## src/rtl/pin_bank_pkg.sv

```systemverilog
package pin_bank_pkg;
  localparam int PINS_PER_PORT = 8;
  localparam int MAX_PORTS     = 32;
  localparam int PORT_IDX_W    = 5;

  typedef enum logic [2:0] {
    WIN_NONE = 3'd0,
    WIN_DIR  = 3'd1,
    WIN_OUT  = 3'd2,
    WIN_IN   = 3'd3,
    WIN_MODE = 3'd4
  } regWin_e;

  // strobes from address decode to the register datapath
  typedef struct packed {
    regWin_e               win;
    logic [PORT_IDX_W-1:0] portLo;
    logic [PORT_IDX_W-1:0] portHi;
    logic                  okLo;
    logic                  okHi;
    logic                  wrLo;
    logic                  wrHi;
  } laneStrobe_t;
endpackage

```

## src/rtl/pin_bank_decode.sv

```systemverilog
module pin_bank_decode
  import pin_bank_pkg::*;
#(
  parameter int NUM_PORTS = 22,
  parameter int ADDR_W    = 12
) (
  input  logic              clk,
  input  logic              rstN,
  input  logic [ADDR_W-1:0] busAddr,
  input  logic              busWe,
  input  logic [1:0]        busBe,
  output laneStrobe_t       strb
);
  localparam int SLOT_W = ADDR_W - 5;
  localparam logic [SLOT_W-1:0] SLOT_DIR_A = SLOT_W'(0);
  localparam logic [SLOT_W-1:0] SLOT_DIR_B = SLOT_W'(1);
  localparam logic [SLOT_W-1:0] SLOT_OUT   = SLOT_W'(2);
  localparam logic [SLOT_W-1:0] SLOT_IN    = SLOT_W'(3);
  localparam logic [SLOT_W-1:0] SLOT_MODE  = SLOT_W'(4);

  logic [SLOT_W-1:0]     slot;
  logic [PORT_IDX_W-1:0] dirIdx;
  logic [3:0]            pairIdx;
  logic                  writable;
  logic                  unusedAddrBit;

  assign slot          = busAddr[ADDR_W-1:5];
  assign dirIdx        = busAddr[5:1];
  assign pairIdx       = busAddr[4:1];
  assign unusedAddrBit = busAddr[0];

  function automatic logic portExists(input logic [PORT_IDX_W-1:0] idx);
    return {1'b0, idx} < 6'(NUM_PORTS);
  endfunction

  always_comb begin
    strb        = '0;
    strb.win    = WIN_NONE;
    unique case (slot)
      SLOT_DIR_A, SLOT_DIR_B: begin
        strb.win    = WIN_DIR;
        strb.portLo = dirIdx;
        strb.portHi = dirIdx;
      end
      SLOT_OUT:  strb.win = WIN_OUT;
      SLOT_IN:   strb.win = WIN_IN;
      SLOT_MODE: strb.win = WIN_MODE;
      default:   strb.win = WIN_NONE;
    endcase
    if (strb.win inside {WIN_OUT, WIN_IN, WIN_MODE}) begin
      strb.portLo = {pairIdx, 1'b0};
      strb.portHi = {pairIdx, 1'b1};
    end
    strb.okLo = (strb.win != WIN_NONE) && portExists(strb.portLo);
    strb.okHi = (strb.win != WIN_NONE) && portExists(strb.portHi);
    writable  = strb.win inside {WIN_DIR, WIN_OUT, WIN_MODE};
    strb.wrLo = busWe && busBe[0] && strb.okLo && writable;
    strb.wrHi = busWe && busBe[1] && strb.okHi && writable;
  end

  AST_INPUT_WINDOW_READ_ONLY: assert property (@(posedge clk) disable iff (!rstN)
    (strb.win == WIN_IN) |-> !(strb.wrLo || strb.wrHi));

  AST_GHOST_PORT_NO_WRITE: assert property (@(posedge clk) disable iff (!rstN)
    (!strb.okLo |-> !strb.wrLo) and (!strb.okHi |-> !strb.wrHi));
endmodule

```

## src/rtl/pin_bank_regs.sv

```systemverilog
module pin_bank_regs
  import pin_bank_pkg::*;
#(
  parameter int NUM_PORTS = 22
) (
  input  logic                      clk,
  input  logic                      rstN,
  input  laneStrobe_t               strb,
  input  logic [15:0]               busWdata,
  input  logic [NUM_PORTS*8-1:0]    padIn,
  output logic [15:0]               busRdata,
  output logic [NUM_PORTS*16-1:0]   dirFlat,
  output logic [NUM_PORTS*8-1:0]    gpioOut,
  output logic [NUM_PORTS*8-1:0]    modeFlat
);
  localparam int NUM_PINS = NUM_PORTS * PINS_PER_PORT;

  logic [NUM_PINS-1:0]              syncA, syncB;
  logic [NUM_PORTS-1:0][15:0]       dirAll;
  logic [NUM_PORTS-1:0][7:0]        outAll, inAll, modeAll;

  // two-flop synchronizer on every pad level
  always_ff @(posedge clk) begin
    if (!rstN) begin
      syncA <= '0;
      syncB <= '0;
    end else begin
      syncA <= padIn;
      syncB <= syncA;
    end
  end

  for (genvar p = 0; p < NUM_PORTS; p++) begin : g_port
    localparam logic [PORT_IDX_W-1:0] IDX = PORT_IDX_W'(p);
    logic [15:0] dirR;
    logic [7:0]  outR, modeR, inR;
    logic        hitLo, hitHi;

    assign hitLo = strb.wrLo && (strb.portLo == IDX);
    assign hitHi = strb.wrHi && (strb.portHi == IDX);

    always_ff @(posedge clk) begin
      if (!rstN) begin
        dirR  <= '0;
        outR  <= '0;
        modeR <= '0;
      end else begin
        if (hitLo) begin
          unique case (strb.win)
            WIN_DIR:  dirR[7:0] <= busWdata[7:0];
            WIN_OUT:  outR      <= busWdata[7:0];
            WIN_MODE: modeR     <= busWdata[7:0];
            default: ;
          endcase
        end
        if (hitHi) begin
          unique case (strb.win)
            WIN_DIR:  dirR[15:8] <= busWdata[15:8];
            WIN_OUT:  outR       <= busWdata[15:8];
            WIN_MODE: modeR      <= busWdata[15:8];
            default: ;
          endcase
        end
      end
    end

    for (genvar i = 0; i < PINS_PER_PORT; i++) begin : g_in
      assign inR[i] = dirR[2*i+1] & syncB[p*PINS_PER_PORT+i];
    end

    assign dirAll[p]                              = dirR;
    assign outAll[p]                              = outR;
    assign inAll[p]                               = inR;
    assign modeAll[p]                             = modeR;
    assign dirFlat[p*16 +: 16]                    = dirR;
    assign gpioOut[p*PINS_PER_PORT +: PINS_PER_PORT]  = outR;
    assign modeFlat[p*PINS_PER_PORT +: PINS_PER_PORT] = modeR;
  end

  // read multiplexer: one byte per lane, zero when no port answers
  always_comb begin
    busRdata = '0;
    for (int p = 0; p < NUM_PORTS; p++) begin
      if (strb.okLo && strb.portLo == PORT_IDX_W'(p)) begin
        unique case (strb.win)
          WIN_DIR:  busRdata[7:0] = dirAll[p][7:0];
          WIN_OUT:  busRdata[7:0] = outAll[p];
          WIN_IN:   busRdata[7:0] = inAll[p];
          WIN_MODE: busRdata[7:0] = modeAll[p];
          default: ;
        endcase
      end
      if (strb.okHi && strb.portHi == PORT_IDX_W'(p)) begin
        unique case (strb.win)
          WIN_DIR:  busRdata[15:8] = dirAll[p][15:8];
          WIN_OUT:  busRdata[15:8] = outAll[p];
          WIN_IN:   busRdata[15:8] = inAll[p];
          WIN_MODE: busRdata[15:8] = modeAll[p];
          default: ;
        endcase
      end
    end
  end

  AST_GHOST_PORT_READS_ZERO: assert property (@(posedge clk) disable iff (!rstN)
    (!strb.okLo |-> busRdata[7:0] == 8'h00) and (!strb.okHi |-> busRdata[15:8] == 8'h00));
endmodule

```

## src/rtl/pin_bank_pad.sv

```systemverilog
module pin_bank_pad (
  input  logic       clk,
  input  logic       rstN,
  input  logic       modeSel,
  input  logic [1:0] dirCode,
  input  logic       gpioOut,
  input  logic       periphOut,
  input  logic       periphOe,
  input  logic       periphIe,
  input  logic       padIn,
  output logic       padOut,
  output logic       padOe,
  output logic       padIe,
  output logic       periphIn
);
  logic gpioOe, gpioIe;

  // 2'b11 drives, 2'b10 listens, 2'b00 and 2'b01 keep the pad idle
  assign gpioOe = (dirCode == 2'b11);
  assign gpioIe = dirCode[1];

  assign padOut   = modeSel ? periphOut : gpioOut;
  assign padOe    = modeSel ? periphOe  : gpioOe;
  assign padIe    = modeSel ? periphIe  : gpioIe;
  assign periphIn = modeSel & padIn;

  AST_IDLE_PAD_QUIET: assert property (@(posedge clk) disable iff (!rstN)
    (!modeSel && !dirCode[1]) |-> (!padOe && !padIe));

  AST_DRIVEN_PAD_LISTENS: assert property (@(posedge clk) disable iff (!rstN)
    (!modeSel && padOe) |-> padIe);

  AST_DRIVEN_PAD_CARRIES_DATA: assert property (@(posedge clk) disable iff (!rstN)
    (!modeSel && padOe) |-> (padOut == gpioOut));
endmodule

```

## src/rtl/pin_bank.sv

```systemverilog
module pin_bank
  import pin_bank_pkg::*;
#(
  parameter int NUM_PORTS = 22,
  parameter int ADDR_W    = 12
) (
  input  logic                   clk,
  input  logic                   rstN,
  input  logic [ADDR_W-1:0]      busAddr,
  input  logic                   busWe,
  input  logic [1:0]             busBe,
  input  logic [15:0]            busWdata,
  output logic [15:0]            busRdata,
  input  logic [NUM_PORTS*8-1:0] padIn,
  output logic [NUM_PORTS*8-1:0] padOut,
  output logic [NUM_PORTS*8-1:0] padOe,
  output logic [NUM_PORTS*8-1:0] padIe,
  input  logic [NUM_PORTS*8-1:0] periphOut,
  input  logic [NUM_PORTS*8-1:0] periphOe,
  input  logic [NUM_PORTS*8-1:0] periphIe,
  output logic [NUM_PORTS*8-1:0] periphIn
);
  localparam int NUM_PINS = NUM_PORTS * PINS_PER_PORT;

  laneStrobe_t             strb;
  logic [NUM_PORTS*16-1:0] dirFlat;
  logic [NUM_PINS-1:0]     gpioOut, modeFlat;

  pin_bank_decode #(.NUM_PORTS(NUM_PORTS), .ADDR_W(ADDR_W)) i_decode (
    .clk     (clk),
    .rstN    (rstN),
    .busAddr (busAddr),
    .busWe   (busWe),
    .busBe   (busBe),
    .strb    (strb)
  );

  pin_bank_regs #(.NUM_PORTS(NUM_PORTS)) i_regs (
    .clk      (clk),
    .rstN     (rstN),
    .strb     (strb),
    .busWdata (busWdata),
    .padIn    (padIn),
    .busRdata (busRdata),
    .dirFlat  (dirFlat),
    .gpioOut  (gpioOut),
    .modeFlat (modeFlat)
  );

  for (genvar n = 0; n < NUM_PINS; n++) begin : g_pin
    pin_bank_pad i_pad (
      .clk       (clk),
      .rstN      (rstN),
      .modeSel   (modeFlat[n]),
      .dirCode   (dirFlat[2*n +: 2]),
      .gpioOut   (gpioOut[n]),
      .periphOut (periphOut[n]),
      .periphOe  (periphOe[n]),
      .periphIe  (periphIe[n]),
      .padIn     (padIn[n]),
      .padOut    (padOut[n]),
      .padOe     (padOe[n]),
      .padIe     (padIe[n]),
      .periphIn  (periphIn[n])
    );
  end
endmodule

```

## config.mk

```make
export PLATFORM = sky130hd
export DESIGN_NAME = pin_bank
export DESIGN_NICKNAME = d
export VERILOG_FILES = /design/src/rtl/pin_bank_pkg.sv /design/src/rtl/pin_bank_decode.sv /design/src/rtl/pin_bank_regs.sv /design/src/rtl/pin_bank_pad.sv /design/src/rtl/pin_bank.sv
export SDC_FILE = /design/constraint.sdc
export NUM_CORES = 2
export LEC_CHECK = 0
export BUFFER_PORTS_ARGS = -buffer_cell sky130_fd_sc_hd__buf_4
export CAP_MARGIN = 20
export CORE_AREA = 2 2 564 566
export CTS_CLUSTER_DIAMETER = 80
export DETAILED_ROUTE_END_ITERATION = 8
export DIE_AREA = 0 0 566 568
export MAX_ROUTING_LAYER = met4
export PLACE_DENSITY = 0.4
export SYNTH_ARGS = -nofsm -noshare
export SYNTH_HDL_FRONTEND = slang
export SYNTH_SLANG_ARGS = --single-unit
```

## constraint.sdc

```tcl
create_clock -name clk -period 3.4 [get_ports clk]
set_input_delay 0.17 -clock clk [delete_from_list [all_inputs] [get_ports clk]]
set_output_delay 0.17 -clock clk [all_outputs]
set_load 0.005 [all_outputs]
```

==> impl_results.md <==
- Clk_lat worst skew: 0.84 ns
- Cells on worst reg2reg path: 3
- Maximum clock path buffer count: 4
- Layout cells sized above 1: 0.3963
- Peak supply drop: 373.7 uV
- Max Cap Violations: 0
- Pwr Total: 0.03209 W
- Mapped Nets: 8060
- Storage element area: 0.02127 mm^2
- Detailed-route DRC error count: 0
- Pwr dens: 362.6 mW/mm^2
- Logic pwr share: 0.084
- CP endpoint: busRdata[12]
- Syn Area/Cell: 8.154 um^2
- Gpl congestion: 0.9915
- Fill count: 34240
- Failing checks: negative setup slack
- Num CTS Buffers: 151
- Grt ovf: 0
- Chip Width: 566 um
- DP Area: 0.07689 mm^2
- Routed via count: 64890
- Total Routing Usage GR: 0.2917
- Sw power: 0.008040 W
- Number of global-route vias before repair: 62960
- Standard-cell rows: 207
- Core area: 0.3162 mm^2
- Commonest non-fill, non-tap cell in the layout: buf_4
- Dominant synthesized flop cell: dfxtp_1
- Largest net degree at the start of global routing: 93
- CP Max Fanout: 2
- Setup-failing EPs final: 15
- CP Data Arrival Time: 3.59 ns
- CP endpoint kind: output pin
- FF-to-FF End: i_regs.g_port[1].modeR[6]$_SDFF_PN0_
- Seq pwr share: 0.395
- Via density: 4.827
- Slew Viols, Final: 0
- Netlist cell types: 100
- DIE HEIGHT: 568 um
- Per-cell routed wire length: 35.57 um
- Synth async-reset ratio: 0
- Remaining antenna violation count: 0
- Slew margin rel.: 0.2094
- Worst-margin pin slew: 1.186 ns
- Initial core utilization: 0.1888
- Total Wirelength: 478.2 mm
- Reg clk slew, reported paths: 0.06 ns
- Hold Vio Cnt, Final: 0
- Cells after DPL: 12770
- Post-Synthesis Cells: 7323
- Worst slack, placed: -1.565 ns
- TritonCTS clock tree: yes
- Status: finished, violations left
- Commonest cells after routing, fill and taps aside: buf_4 (2378), nand2_1 (1436), dfxtp_1 (994)
- Req. time, crit path: 3.23 ns
- Global-route wire length before repair: 613.6 mm
- Post-route cell area: 0.08850 mm^2
- Nets: 9809
- R2R Setup Slk: 2.16 ns
- Die area: 0.3215 mm^2
- I/O Pins: 1457
- Mapped Area: 0.05971 mm^2
- Cell Int Power: 0.02405 W
- Drt initial violations: 6425
- Post-synthesis register bit count: 1056
- Drt pass-1 iters: 6
- Fin crit share: 1.106
- WS Path Type: flop to output pin
- Area growth syn-to-layout: 48.22%
- Clock power frac: 0.522
- Clock Skews: 0.04414 ns
- Final worst slack: -0.3610 ns
- Sequential area share after synthesis: 0.3541
- Post-synth EDFFs: 0
- CTS root buf: clkbuf_16
- Num Clock Sinks: 1056
- Period minus WS final: 3.761 ns
- RSZ-0062 raised after global routing: yes
- Maximum clock rate: 0.2659 GHz
- Critical path startpoint category: flop
- Fin cells: 13440
- Initial antenna violation count: 185
- Multi-input logic area: 0.03358 mm^2
- HPWL Detailed: 383.2 mm
- HP Class: input port to flop
- Critical Path Source: i_regs.g_port[6].modeR[4]$_SDFF_PN0_
- Port Buf Inserts: 1455
- Leakage: 34.38 nW
- H-tree levels: 4
- Hold Slack: 0.03205 ns
- Ys Warns: 0
- Switching Share: 0.2505
- Worst r2r src: i_regs.g_port[1].modeR[6]$_SDFF_PN0_
## flip-flops by register name, summed over array words and instances, names as in the netlist
| name | flops |
|---|---|
| i_regs.g_port.outR | 176 |
| i_regs.g_port.modeR | 176 |
| i_regs.syncB | 176 |
| i_regs.syncA | 176 |
| i_regs.g_port.dirR | 352 |
## final cells by class
class	count	share of cell area
Antenna cell	84	0.002375
Sequential cell	1056	0.2403
Tap cell	4180	0.05909
Inverter	15	0.0006362
Timing Repair Buffer	2756	0.2599
Clock inverter	58	0.009274
Multi-Input combinational cell	5092	0.3795
Clock buffer	202	0.04894
## critical path: stages, from the launching register on
cell	delay (ns)
dfxtp_2	0.33
nor4bb_4	0.15
a311oi_2	0.33
nor2_1	0.10
a21oi_2	0.24
o21ai_2	0.12
buf_6	0.14
or4_4	0.49
a211oi_4	0.44
buf_6	0.17
o31ai_2	0.05
buf_4	0.17
## how the worst min path moves through the flow
stage	from	end	slack (ns)	cells past startpoint
2_1_floorplan	padIn[0]	i_regs.syncA[0]$_SDFF_PN0_	0.29	1
3_3_place_gp	padIn[2]	i_regs.syncA[2]$_SDFF_PN0_	0.39	2
3_5_place_dp	padIn[5]	i_regs.syncA[5]$_SDFF_PN0_	0.38	2
4_1_cts	busWdata[0]	i_regs.g_port[0].modeR[0]$_SDFF_PN0_	0.001	3
5_1_grt	busWdata[1]	i_regs.g_port[0].dirR[1]$_SDFFE_PN0P_	0.02	3
6_report	busWdata[0]	i_regs.g_port[0].modeR[0]$_SDFF_PN0_	0.03	3
## synth_stat cells, types with 16 or more instances
| cell type | count | area, um^2 |
|---|---|---|
| a21o_1 | 19 | 142.6 |
| nor2_2 | 25 | 156.4 |
| a21boi_1 | 44 | 330.3 |
| o21ai_0 | 419 | 2097 |
| a211oi_1 | 41 | 307.8 |
| a31oi_1 | 50 | 312.8 |
| mux2i_1 | 161 | 1612 |
| dfxtp_1 | 1056 | 21140 |
| mux2_2 | 349 | 3930 |
| and3_1 | 31 | 193.9 |
| buf_2 | 130 | 650.6 |
| a21boi_0 | 511 | 3836 |
| o21ai_1 | 20 | 100.1 |
| o22ai_1 | 24 | 150.1 |
| nor2_1 | 83 | 311.6 |
| nand2b_1 | 34 | 212.7 |
| nand2_1 | 1457 | 5469 |
| nor2b_1 | 191 | 1195 |
| nor3_1 | 19 | 95.09 |
| buf_4 | 727 | 5458 |
| a32oi_1 | 72 | 630.6 |
| buf_1 | 34 | 127.6 |
| and2_1 | 545 | 3410 |
| clkbuf_1 | 259 | 972.2 |
| a221oi_1 | 26 | 227.7 |
| a2bb2oi_1 | 16 | 140.1 |
| a22oi_1 | 46 | 345.3 |
| nand3b_1 | 23 | 172.7 |
| a21oi_1 | 301 | 1506 |
| nand3_1 | 282 | 1411 |
## per-layer routing
metal,vias up,part of all wire,global-route usage
li1,28180,-,-
met1,32440,0.42,0.3574
met2,3505,0.46,0.4659
met3,764,0.071,0.05596
met4,0,0.052,0.1249
met5,-,0,-
## kinds of logic (layout without fill, tap and decap cells)
| family | after synthesis | count (layout) | share of synthesized area |
|---|---|---|---|
| buffers and inverters | 1175 | 3031 | 0.1236 |
| AO/OA/AOI/OAI | 1767 | 1767 | 0.1972 |
| other | 0 | 84 | 0 |
| multiplexers | 510 | 510 | 0.09281 |
| AND/OR/NAND/NOR | 2815 | 2815 | 0.2324 |
| flip-flops | 1056 | 1056 | 0.3541 |
## metrics by stage
step,util,TNS [ns]
after floorplan,-,0
after global placement,0.2431,-78.11
after detailed placement,0.2431,-101.47
after CTS,0.2738,-2.618
after global routing,0.2797,-2.585
final,0.2799,-2.370
## power by group through the flow
stage | logic, W | clock network (W) | registers, W
floorplan | 0.000716 | 0 | 0.0129
global placement | 0.00230 | 0 | 0.0129
detailed placement | 0.00231 | 0 | 0.0129
CTS | 0.00260 | 0.0170 | 0.0127
global route | 0.00276 | 0.0175 | 0.0127
finish | 0.00269 | 0.0167 | 0.0127
## repair_timing
item                                   4_1_cts  5_1_grt
pin swaps                                  118       93
cloned                                       7        8
resized for setup                          451      225
endpoints found under the hold margin      413        0
setup endpoints to repair                   16       16
hold buffers                               196        0
setup buffers                               62       82
(Power assumes the default switching activity.)
